===== config.mk =====
export PLATFORM = sky130hd
export DESIGN_NAME = eof_status_latch
export DESIGN_NICKNAME = d
export VERILOG_FILES = /design/src/rtl/fsc_pkg.sv /design/src/rtl/fsc_rst_sync.sv /design/src/rtl/fsc_err_track.sv /design/src/rtl/fsc_snapshot.sv /design/src/rtl/fsc_irq_ctrl.sv /design/src/rtl/eof_status_latch.sv
export SDC_FILE = /design/constraint.sdc
export NUM_CORES = 1
export LEC_CHECK = 0
export ABC_AREA = 1
export BUFFER_PORTS_ARGS = -buffer_cell sky130_fd_sc_hd__buf_2
export CAP_MARGIN = 20
export CORE_AREA = 2 2 59 88
export CTS_CLUSTER_DIAMETER = 200
export DETAILED_ROUTE_END_ITERATION = 10
export DIE_AREA = 0 0 61 90
export PLACE_DENSITY = 0.75
export SYNTH_ARGS = -nofsm -noshare
export SYNTH_HDL_FRONTEND = slang
export SYNTH_SLANG_ARGS = --single-unit

===== constraint.sdc =====
create_clock -name clk -period 1.5 [get_ports clk]
set_clock_uncertainty 0.1 [all_clocks]
set_input_delay 0.15 -clock clk [delete_from_list [all_inputs] [get_ports clk]]
set_output_delay 0.15 -clock clk [all_outputs]
set_load 0.02 [all_outputs]

===== src/rtl/fsc_pkg.sv =====
package fsc_pkg;
  localparam int REG_W    = 32;
  localparam int CNT_FW   = 16;
  localparam int LERR_BIT = 16;
  localparam int CRC_BIT  = 17;
  localparam int ABT_BIT  = 18;
  localparam int IRQ_BIT  = 24;
  localparam int OVW_BIT  = 25;

  typedef struct packed {
    logic              abt;
    logic              crc;
    logic              lerr;
    logic [CNT_FW-1:0] cnt;
  } snap_t;
endpackage


===== src/rtl/fsc_rst_sync.sv =====
module fsc_rst_sync #(
  parameter int STAGES = 2
) (
  input  logic clk,
  input  logic rst_n,
  output logic rst_n_s
);
  logic [STAGES-1:0] sh_q;
  logic [STAGES-1:0] sh_d;

  always_comb begin
    sh_d = {sh_q[STAGES-2:0], 1'b1};
  end

  always_ff @(posedge clk or negedge rst_n) begin
    if (!rst_n) sh_q <= '0;
    else        sh_q <= sh_d;
  end

  assign rst_n_s = sh_q[STAGES-1];
endmodule


===== src/rtl/fsc_err_track.sv =====
module fsc_err_track
  import fsc_pkg::*;
#(
  parameter int CNT_IN_W = 20
) (
  input  logic                clk,
  input  logic                rst_n,
  input  logic                line_err_i,
  input  logic                frame_end_i,
  input  logic [CNT_IN_W-1:0] byte_cnt_i,
  output logic                err_flag_o,
  output logic [CNT_FW-1:0]   cnt_o
);
  logic              seen_q, seen_d;
  logic [CNT_FW-1:0] frz_q, frz_d;
  logic [CNT_FW-1:0] sat_cnt;
  logic              frz_en;

  generate
    if (CNT_IN_W > CNT_FW) begin : g_sat
      assign sat_cnt = (|byte_cnt_i[CNT_IN_W-1:CNT_FW]) ? {CNT_FW{1'b1}}
                                                         : byte_cnt_i[CNT_FW-1:0];
    end else if (CNT_IN_W == CNT_FW) begin : g_eq
      assign sat_cnt = byte_cnt_i;
    end else begin : g_ext
      assign sat_cnt = {{(CNT_FW-CNT_IN_W){1'b0}}, byte_cnt_i};
    end
  endgenerate

  // first error of a frame freezes the count (unless the frame ends now)
  always_comb begin
    frz_en = line_err_i & ~seen_q & ~frame_end_i;
    frz_d  = frz_en ? sat_cnt : frz_q;
    if (frame_end_i) seen_d = 1'b0;
    else             seen_d = seen_q | line_err_i;
  end

  always_ff @(posedge clk or negedge rst_n) begin
    if (!rst_n) begin
      seen_q <= 1'b0;
      frz_q  <= '0;
    end else begin
      seen_q <= seen_d;
      if (frz_en) frz_q <= frz_d;
    end
  end

  assign err_flag_o = seen_q | line_err_i;
  assign cnt_o      = seen_q ? frz_q : sat_cnt;
endmodule


===== src/rtl/fsc_snapshot.sv =====
module fsc_snapshot
  import fsc_pkg::*;
(
  input  logic  clk,
  input  logic  rst_n,
  input  logic  load_i,
  input  snap_t new_i,
  output snap_t snap_o
);
  snap_t snap_q, snap_d;

  always_comb begin
    snap_d = load_i ? new_i : snap_q;
  end

  always_ff @(posedge clk or negedge rst_n) begin
    if (!rst_n)      snap_q <= '0;
    else if (load_i) snap_q <= snap_d;
  end

  assign snap_o = snap_q;
endmodule


===== src/rtl/fsc_irq_ctrl.sv =====
module fsc_irq_ctrl (
  input  logic clk,
  input  logic rst_n,
  input  logic load_i,
  input  logic clr_i,
  output logic irq_o,
  output logic ovw_o
);
  logic pend_q, pend_d;
  logic ovw_q, ovw_d;

  always_comb begin
    // load has priority over clear
    if (load_i)     pend_d = 1'b1;
    else if (clr_i) pend_d = 1'b0;
    else            pend_d = pend_q;

    // a same-cycle clear counts as servicing the old result
    if (clr_i)                   ovw_d = 1'b0;
    else if (load_i && pend_q)   ovw_d = 1'b1;
    else                         ovw_d = ovw_q;
  end

  always_ff @(posedge clk or negedge rst_n) begin
    if (!rst_n) begin
      pend_q <= 1'b0;
      ovw_q  <= 1'b0;
    end else begin
      pend_q <= pend_d;
      ovw_q  <= ovw_d;
    end
  end

  assign irq_o = pend_q;
  assign ovw_o = ovw_q;
endmodule


===== src/rtl/eof_status_latch.sv =====
module eof_status_latch
  import fsc_pkg::*;
#(
  parameter int CNT_IN_W = 20
) (
  input  logic                clk,
  input  logic                rst_n,
  input  logic                frame_eof_i,
  input  logic                frame_abort_i,
  input  logic                line_err_i,
  input  logic                crc_bad_i,
  input  logic [CNT_IN_W-1:0] byte_cnt_i,
  input  logic                rd_en_i,
  input  logic                wr_en_i,
  input  logic [REG_W-1:0]    wr_data_i,
  output logic [REG_W-1:0]    rd_data_o,
  output logic                irq_o
);
  logic              rst_n_s;
  logic              frame_end;
  logic              clr;
  logic              err_flag;
  logic [CNT_FW-1:0] cap_cnt;
  snap_t             snap_new, snap_cur;
  logic              pend, ovw;

  fsc_rst_sync #(.STAGES(2)) u_rsync (
    .clk(clk), .rst_n(rst_n), .rst_n_s(rst_n_s)
  );

  always_comb begin
    frame_end = frame_eof_i | frame_abort_i;
    clr       = rd_en_i | (wr_en_i & wr_data_i[IRQ_BIT]);
  end

  fsc_err_track #(.CNT_IN_W(CNT_IN_W)) u_err (
    .clk(clk), .rst_n(rst_n_s), .line_err_i(line_err_i),
    .frame_end_i(frame_end), .byte_cnt_i(byte_cnt_i),
    .err_flag_o(err_flag), .cnt_o(cap_cnt)
  );

  always_comb begin
    snap_new.abt  = frame_abort_i;
    snap_new.crc  = crc_bad_i;
    snap_new.lerr = err_flag;
    snap_new.cnt  = cap_cnt;
  end

  fsc_snapshot u_snap (
    .clk(clk), .rst_n(rst_n_s), .load_i(frame_end),
    .new_i(snap_new), .snap_o(snap_cur)
  );

  fsc_irq_ctrl u_irq (
    .clk(clk), .rst_n(rst_n_s), .load_i(frame_end), .clr_i(clr),
    .irq_o(pend), .ovw_o(ovw)
  );

  always_comb begin
    rd_data_o                   = '0;
    rd_data_o[CNT_FW-1:0]       = snap_cur.cnt;
    rd_data_o[LERR_BIT]         = snap_cur.lerr;
    rd_data_o[CRC_BIT]          = snap_cur.crc;
    rd_data_o[ABT_BIT]          = snap_cur.abt;
    rd_data_o[IRQ_BIT]          = pend;
    rd_data_o[OVW_BIT]          = ovw;
  end

  assign irq_o = pend;
endmodule


==> impl_results.md, run 1 <==
* Clock buffer count from CTS at 5
* GRT Total Usage at 17.5%
* CP arrival at 1.45 ns
* Sequential share of the synthesized area at 48.6%
* Post-Layout Cell Count at 369
* Worst path required time at 1.58 ns
* Static leakage at 1.29 nW
* TritonCTS clock tree: built
* Post-Syn Instances at 250
* Fmax at 728 MHz
* Via count of the routed design at 1688
* # DRC at 0
* Clk slew on worst S/H paths at 0.08 ns
* Die width at 61 µm
* Number of antenna violations at the first check in global routing at 0
* Final HPWL DP at 2870 µm
* Final cycle utilization of the critical path at 91.6%
* Nets at 362
* CP Capture Type: register
* Max-Cap Viols at 0
* Top cell type by total area after synthesis: dfrtp_1
* Final antenna-violating net count at 0
* Critical path fanouts, max at 21
* CTS H-Tree Depth at 2
* GRT overflow at 0
* Syn-to-layout area delta at 19.5%
* Slew Viols, Final at 0
* Avg Vias per Cell at 4.57
* Drt wl/cell at 11.5 µm
* Starting Density at 43.2%
* Cell Area, Placed at 2300 µm²
* Die area at 5490 µm²
* IO Pins at 93
* Pre-antenna DRT Iters at 4
* Register area at 1000 µm²
* Sink Count at 40
* Share of the synthesized area in the top cell type at 48.6%
* Setup TNS at 0 ns
* Detailed Route Iter0 Violations at 61
* Maximum VDD drop at 0.531 mV
* CTS Buffer Depth at 2
* DP Cell Count at 358
* Area contributors post-synth: dfrtp_1, nand2_1, nor2_1, buf_4, nand4_1
* Global-route wire length before repair at 7350 µm
* Endpoints failing setup at 0
* Worst setup path class: primary input to register
* Post-CTS setup buffer count at 0
* Min-Delay Path Class: primary input to register
* Endpoints failing hold at 0
* Tmin final at 1.37 ns
* Routed WL at 4240 µm
* Layout filler cell count at 487
* Synth unique cells at 19
* Clk root buf: clkbuf_8
* FP Rows at 31
* Fin area at 2460 µm²
* Skew-Pair Late Insertion Delay at 0.29 ns
* Crit-path slowest cell: dlygate4sd3_1
* Crit-path most repeated cell: nand2_1
* Synthesized area at 2060 µm²
* Commonest cells after routing, fill and taps aside: nand2_1, buf_2, dfrtp_1
* Vias in the first global route at 1572
* Pwr/cell area at 1110 nW/µm²
* Die Span Y at 90 µm
* Commonest non-fill, non-tap cell in the layout: nand2_1
* Crit-path cells: dlygate4sd3_1 -> buf_2 -> nor2_2 -> buf_6 -> nor2_1 -> nand2_1 -> nand2_1
* Core area at 4770 µm²
* Placer Congestion at 0.756
* Number of synthesized register bits at 40
* Synth Area per Inst at 8.24 µm²
* Layout cells sized above 1 at 31.0%
* Area of the multi-input gates at 817 µm²
* Ys Warns at 0
* RSZ-0062 raised after global routing: false
* Diodes inserted at 0
* CP max stage delay at 0.53 ns
* Status: finished, final reports clean
* Crit start category: primary input
* PortBufs at 50
* Largest net degree at the start of global routing at 39
## synthesized netlist by cell type
library cell	number
nor2_1	39
inv_2	2
buf_4	16
buf_6	5
a21o_1	2
a21oi_1	1
nand3_2	1
nand2_4	1
conb_1	2
buf_2	5
nor2_2	11
o21ai_1	8
o21ai_2	10
nor2_4	2
or2_2	1
nand2_1	69
nand4_1	16
dfrtp_1	40
inv_1	19
## worst paths after layout
kind                                  from               end  slack (ns)  cells past startpoint
max                          frame_abort_i  u_snap.snap_o[8]        0.13                      7
min reg2reg                u_rsync.sh_q[1]  u_snap.snap_o[8]        0.19                      1
min in group asynchronous            rst_n   u_rsync.sh_q[0]        0.06                      2
min                                rd_en_i       u_irq.ovw_o       0.004                      3
max in group asynchronous  u_rsync.sh_q[1]  u_snap.snap_o[5]        0.75                      1
max reg2reg                   u_err.seen_q  u_snap.snap_o[8]        0.29                      5
## power breakdown
group	switching (W)	internal, W	total [W]
logic	0.000319	0.000184	0.000502
clock network	0.000374	0.000587	0.000962
registers	0.0000677	0.00121	0.00128
total	0.000761	0.00198	0.00274
## stage by stage
stage / hold slack [ns] / power [W] / worst slack [ns] / utilization (%)
after floorplan: -0.246 / 0.00166 / 0.205 / -
after global placement: -0.166 / 0.00178 / 0.325 / 48.3
after detailed placement: -0.163 / 0.00180 / 0.293 / 48.3
after CTS: 0.00430 / 0.00276 / 0.0848 / 51.5
after global routing: 0.0113 / 0.00289 / 0.0186 / 51.6
final: 0.00356 / 0.00274 / 0.127 / 51.6
## cell type report
type	instances	area share, %
repair buffers	61	14.5
well taps	66	3.35
inverters	21	3.20
clock buffers	7	3.91
flip-flops and latches	40	40.7
clock inverters	1	1.22
multi-input cells	173	33.2
## routing by layer
metal / GRT usage [%] / up-vias / share of wire [%]
li1: - / 854 / -
met5: 0 / - / 0
met4: 5.98 / 0 / 1.5
met1: 22.8 / 788 / 42
met2: 28.2 / 40 / 52
met3: 3.31 / 6 / 4.6
## worst max-delay path, delay by kind of cell
kind | cells | cell delay (ns)
and+or+nand+nor | 4 | 0.42
buffers and inverters | 3 | 0.88
## sequential cells by signal, indices dropped and copies added (netlist names)
signal,cells
u_err.seen_q,1
u_rsync.sh_q,2
u_irq.ovw_o,1
u_snap.snap_o,19
u_irq.irq_o,1
u_err.frz_q,16
## kinds of logic (layout without fill, tap and decap cells)
logic type             Yosys count  in the layout  share of synthesized area (%)
AND/OR/NAND/NOR                140            140                           30.3
flip-flops                      40             40                           48.6
other                            2             12                          0.364
AO/OA/AOI/OAI                   21             21                           7.16
buffers and inverters           47             90                           13.6
## what timing repair did
item / in CTS / in global routing
setup endpoints to repair: 0 / 1
gates resized for setup: 0 / 1
endpoints found under the hold margin: 4 / 0
hold buffers: 3 / 0
Power figures use the tool's default switching activity.
==> inputs of run 2 (changes only) <==
MAX_ROUTING_LAYER = met4   (was unset)
==> run 2 against run 1 <==
Sequential share of layout area unchanged. Combinational power barely moved. Final area did not move. Sequential power about the same. Critical path type unchanged. Largest power group unchanged. Global-route usage up 0.52 points. Worst setup slack improved by 0.0049 ns.
==> impl_results.md, run 2 (synthesis results as in run 1) <==
* Pre-antenna DRT Iters at 4
* Placer Congestion at 0.766
* Routed WL at 4250 µm
* Critical path fanouts, max at 21
* Starting Density at 43.2%
* # DRC at 0
* CP startpoint: frame_abort_i
* Min-Delay Path Class: primary input to register
* Static leakage at 1.29 nW
* Worst setup path class: primary input to register
* Number of antenna violations at the first check in global routing at 0
* Layout cells sized above 1 at 31.0%
* Max-Cap Viols at 0
* Global-route wire length before repair at 7370 µm
* Skew-Pair Late Insertion Delay at 0.29 ns
* Min Hold Slack at 0.00435 ns
* Nets at 362
* Vias in the first global route at 1567
* Via count of the routed design at 1682
* Die width at 61 µm
* IO Pins at 93
* TritonCTS clock tree: built
* CP Capture Type: register
* RSZ-0062 raised after global routing: false
* Maximum VDD drop at 0.530 mV
* Detailed Route Iter0 Violations at 75
* Avg Vias per Cell at 4.56
* GRT overflow at 0
* CP arrival at 1.45 ns
* Diodes inserted at 0
* Clk slew on worst S/H paths at 0.08 ns
* Core area at 4770 µm²
* Final cycle utilization of the critical path at 91.2%
* Syn-to-layout area delta at 19.5%
* Die Span Y at 90 µm
* Endpoints failing setup at 0
* Max FFs per register at 19
* Slew Viols, Final at 0
* Setup TNS at 0 ns
* GRT Total Usage at 18.0%
* Clock buffer count from CTS at 5
* Sink Count at 40
* PortBufs at 50
* CTS Buffer Depth at 2
* Fmax at 731 MHz
* Launch point of the worst reg-to-reg path: u_err.seen_q
* Final antenna-violating net count at 0
* Tmin final at 1.37 ns
* Status: finished, final reports clean
* Final HPWL DP at 2870 µm
* Die area at 5490 µm²
* Endpoints failing hold at 0
* Largest net degree at the start of global routing at 39
* Crit start category: primary input
* Drt wl/cell at 11.5 µm
* Pwr/cell area at 1110 nW/µm²
* Commonest non-fill, non-tap cell in the layout: nand2_1
* HP Start: rd_en_i
* CTS H-Tree Depth at 2
* Worst path required time at 1.58 ns
* FP Rows at 31
* Commonest cells after routing, fill and taps aside: nand2_1, buf_2, dfrtp_1
* Clk root buf: clkbuf_8
## run 2: cell counts in the layout (fill, tap and decap cells not counted)
Identical to the previous run, type by type.
## run 2: report_power, final
part / internal [W] / switching [W]
clock network: 0.000587 / 0.000373
logic: 0.000184 / 0.000318
registers: 0.00121 / 0.0000678
total: 0.00198 / 0.000760
## run 2: what timing repair did
action                     in CTS  in global routing
resized for setup               0                  1
hold buffers                    3                  0
hold endpoints to repair        4                  0
buffers inserted                0                  0
setup endpoints to repair       0                  1
## run 2: area by class of cell
class | count | area, µm²
inverters | 21 | 78.8
multi-input cells | 173 | 817
flip-flops and latches | 40 | 1000
clock buffers | 7 | 96.3
well taps | 66 | 82.6
clock inverters | 1 | 30.0
repair buffers | 61 | 357
fillers | 487 | 2310
## run 2: critical path: stages
cell and delay [ns]:
dlygate4sd3_1 0.53, buf_2 0.13, nor2_2 0.17, buf_6 0.22, nor2_1 0.07, nand2_1 0.11
nand2_1 0.07
## run 2: path summary, 6_finish.rpt
check / cells after the start / slack, ns / to
worst max-delay path: 7 / 0.13 / u_snap.snap_o[8]
worst min register to register: 1 / 0.19 / u_snap.snap_o[8]
min in group asynchronous: 2 / 0.06 / u_rsync.sh_q[0]
worst max register to register: 5 / 0.30 / u_snap.snap_o[8]
worst min-delay path: 3 / 0.004 / u_irq.ovw_o
max in group asynchronous: 1 / 0.75 / u_snap.snap_o[5]
## run 2: per-layer routing
metal	wire, µm	vias up	global-route usage, %
met5	0	-	-
met4	66	0	5.98
met1	1820	783	23.3
li1	-	855	-
met3	166	6	3.17
met2	2200	38	28.0
## run 2: metrics by stage
| stage | utilization [%] | std cells | power [W] | setup slack (ns) | cell area, µm² |
|---|---|---|---|---|---|
| 6_report | 51.6 | 369 | 0.00274 | 0.131 | 2460 |
| 5_1_grt | 51.6 | 369 | 0.00289 | 0.0186 | 2460 |
| 4_1_cts | 51.5 | 369 | 0.00276 | 0.0848 | 2460 |
| 3_5_place_dp | 48.3 | 358 | 0.00180 | 0.293 | 2300 |
| 3_3_place_gp | 48.3 | 358 | 0.00178 | 0.325 | 2300 |
| 2_1_floorplan | - | 260 | 0.00166 | 0.205 | 2100 |
==> inputs of run 3 (changes only) <==
clock period = 1.45 ns   (was 1.5 ns; I/O delays follow)
==> run 3 against run 2 <==
Combinational power up 4.0%. Count of clock-buffer cells in the layout down 1. Critical path type unchanged. Clock power down 8.5%. Core utilization down 0.13 points. First-iteration DRC count down 33%. Total power down 0.51%. Largest power group unchanged.
==> impl_results.md, run 3 (synthesis results as in run 1) <==
* IO Pins at 93
* Status: finished, final reports clean
* Slew Viols, Final at 0
* Final HPWL DP at 2870 µm
* RSZ-0062 raised after global routing: true
* Number of antenna violations at the first check in global routing at 0
* Pwr/cell area at 1110 nW/µm²
* Via count of the routed design at 1666
* Top cell family by delay on the critical path: buffers and inverters
* Max-Cap Viols at 0
* Pre-antenna DRT Iters at 4
* Clk slew on worst S/H paths at 0.08 ns
* CP bufs+invs at 3
* CP arrival at 1.44 ns
* Layout cells sized above 1 at 30.7%
* Syn-to-layout area delta at 19.2%
* Drt wl/cell at 11.3 µm
* Skew-Pair Late Insertion Delay at 0.28 ns
* Largest net degree at the start of global routing at 39
* Clock buffer count from CTS at 5
* GRT Total Usage at 17.5%
* Min-Delay Path Class: primary input to register
* Die width at 61 µm
* Commonest cells after routing, fill and taps aside: nand2_1, buf_2, dfrtp_1
* CTS H-Tree Depth at 2
* CP Capture Type: register
* Worst setup margin at 0.0805 ns
* Die area at 5490 µm²
* CTS Buffer Depth at 2
* Layout filler cell count at 472
* Final antenna-violating net count at 0
* Crit-path slowest cell: dlygate4sd3_1
* Detailed Route Iter0 Violations at 50
* Endpoints failing setup at 0
* Sink Count at 40
* Routed WL at 4180 µm
* Crit start category: primary input
* Max FFs per register at 19
* Tmin final at 1.37 ns
* GRT overflow at 0
* Global-route wire length before repair at 7220 µm
* Critical path fanouts, max at 32
* Setup Slack @ Placement at 0.280 ns
* Avg Vias per Cell at 4.51
* Commonest non-fill, non-tap cell in the layout: nand2_1
* Min Hold Slack at 0.0168 ns
* Worst path required time at 1.52 ns
* Tot Pwr at 0.00273 W
* Post-CTS setup buffer count at 0
* Final cycle utilization of the critical path at 94.5%
* CP max stage delay at 0.53 ns
* Static leakage at 1.29 nW
* Core area at 4770 µm²
* Placer Congestion at 0.756
* Starting Density at 43.2%
* Endpoints failing hold at 0
* Vias in the first global route at 1603
* Diodes inserted at 0
* Worst setup path class: primary input to register
* PortBufs at 50
* Clk root buf: clkbuf_8
* FP Rows at 31
* Maximum VDD drop at 0.401 mV
* Die Span Y at 90 µm
* # DRC at 0
* Fmax at 730 MHz
* Crit-path cells: dlygate4sd3_1 -> buf_2 -> nor2_2 -> nand3_2 -> buf_12 -> nand2_1 -> o21ai_2
* TritonCTS clock tree: built
* Nets at 362
-- run 3: cell types whose count changed in the layout (fill, tap and decap cells not counted) --
cell	change
buf_12	+1
buf_4	-1
clkinv_2	+1
clkbuf_8	-2
clkbuf_1	+1
-- run 3: worst paths after layout --
kind	from	to	slack, ns	cells past startpoint
worst min-delay path	rd_en_i	u_irq.ovw_o	0.02	3
worst min register to register	u_rsync.sh_q[1]	u_snap.snap_o[8]	0.19	1
worst max-delay path	frame_abort_i	u_err.frz_q[6]	0.08	7
max in group asynchronous	u_rsync.sh_q[1]	u_snap.snap_o[5]	0.71	1
min in group asynchronous	rst_n	u_rsync.sh_q[0]	0.06	2
worst max register to register	u_err.seen_q	u_err.frz_q[6]	0.30	5
-- run 3: timing repair --
action                                 4_1_cts  5_1_grt
resized for setup                            0        1
hold buffers                                 3        0
setup endpoints to repair                    0        7
endpoints found under the hold margin        4        0
-- run 3: cell type report --
class	count	area (µm²)	share of cell area, %
timing repair buffer	61	369	15.0
clock inverter	2	35.0	1.43
inverter	21	78.8	3.21
clock buffer	6	72.6	2.95
sequential	40	1000	40.8
tap	66	82.6	3.36
multi-input combinational	173	817	33.3
-- run 3: power breakdown --
| group | switching, W | internal (W) |
|---|---|---|
| logic | 0.000329 | 0.000193 |
| clock network | 0.000368 | 0.000511 |
| registers | 0.0000729 | 0.00125 |
| total | 0.000770 | 0.00196 |
-- run 3: worst register-to-register path, delay by kind of cell, from the launching register on --
family / cells / cell delay (ns)
simple gates: 2 / 0.20
flops: 1 / 0.39
buf+inv: 2 / 0.29
compound gates: 1 / 0.06
-- run 3: per-layer routing --
metal | part of all wire [%] | GRT usage (%) | vias to the layer above
met5 | 0 | - | -
met4 | 0.81 | 4.89 | 0
met2 | 53 | 28.7 | 41
met1 | 43 | 21.7 | 766
li1 | - | - | 857
met3 | 3.7 | 3.17 | 2
-- run 3: through the flow --
stage | instance area (µm²) | std cells | util (%) | setup TNS, ns
2_1_floorplan | 2100 | 260 | - | 0
3_3_place_gp | 2310 | 358 | 48.5 | 0
3_5_place_dp | 2310 | 358 | 48.5 | 0
4_1_cts | 2450 | 369 | 51.4 | 0
5_1_grt | 2460 | 369 | 51.5 | -0.00912
6_report | 2460 | 369 | 51.5 | 0
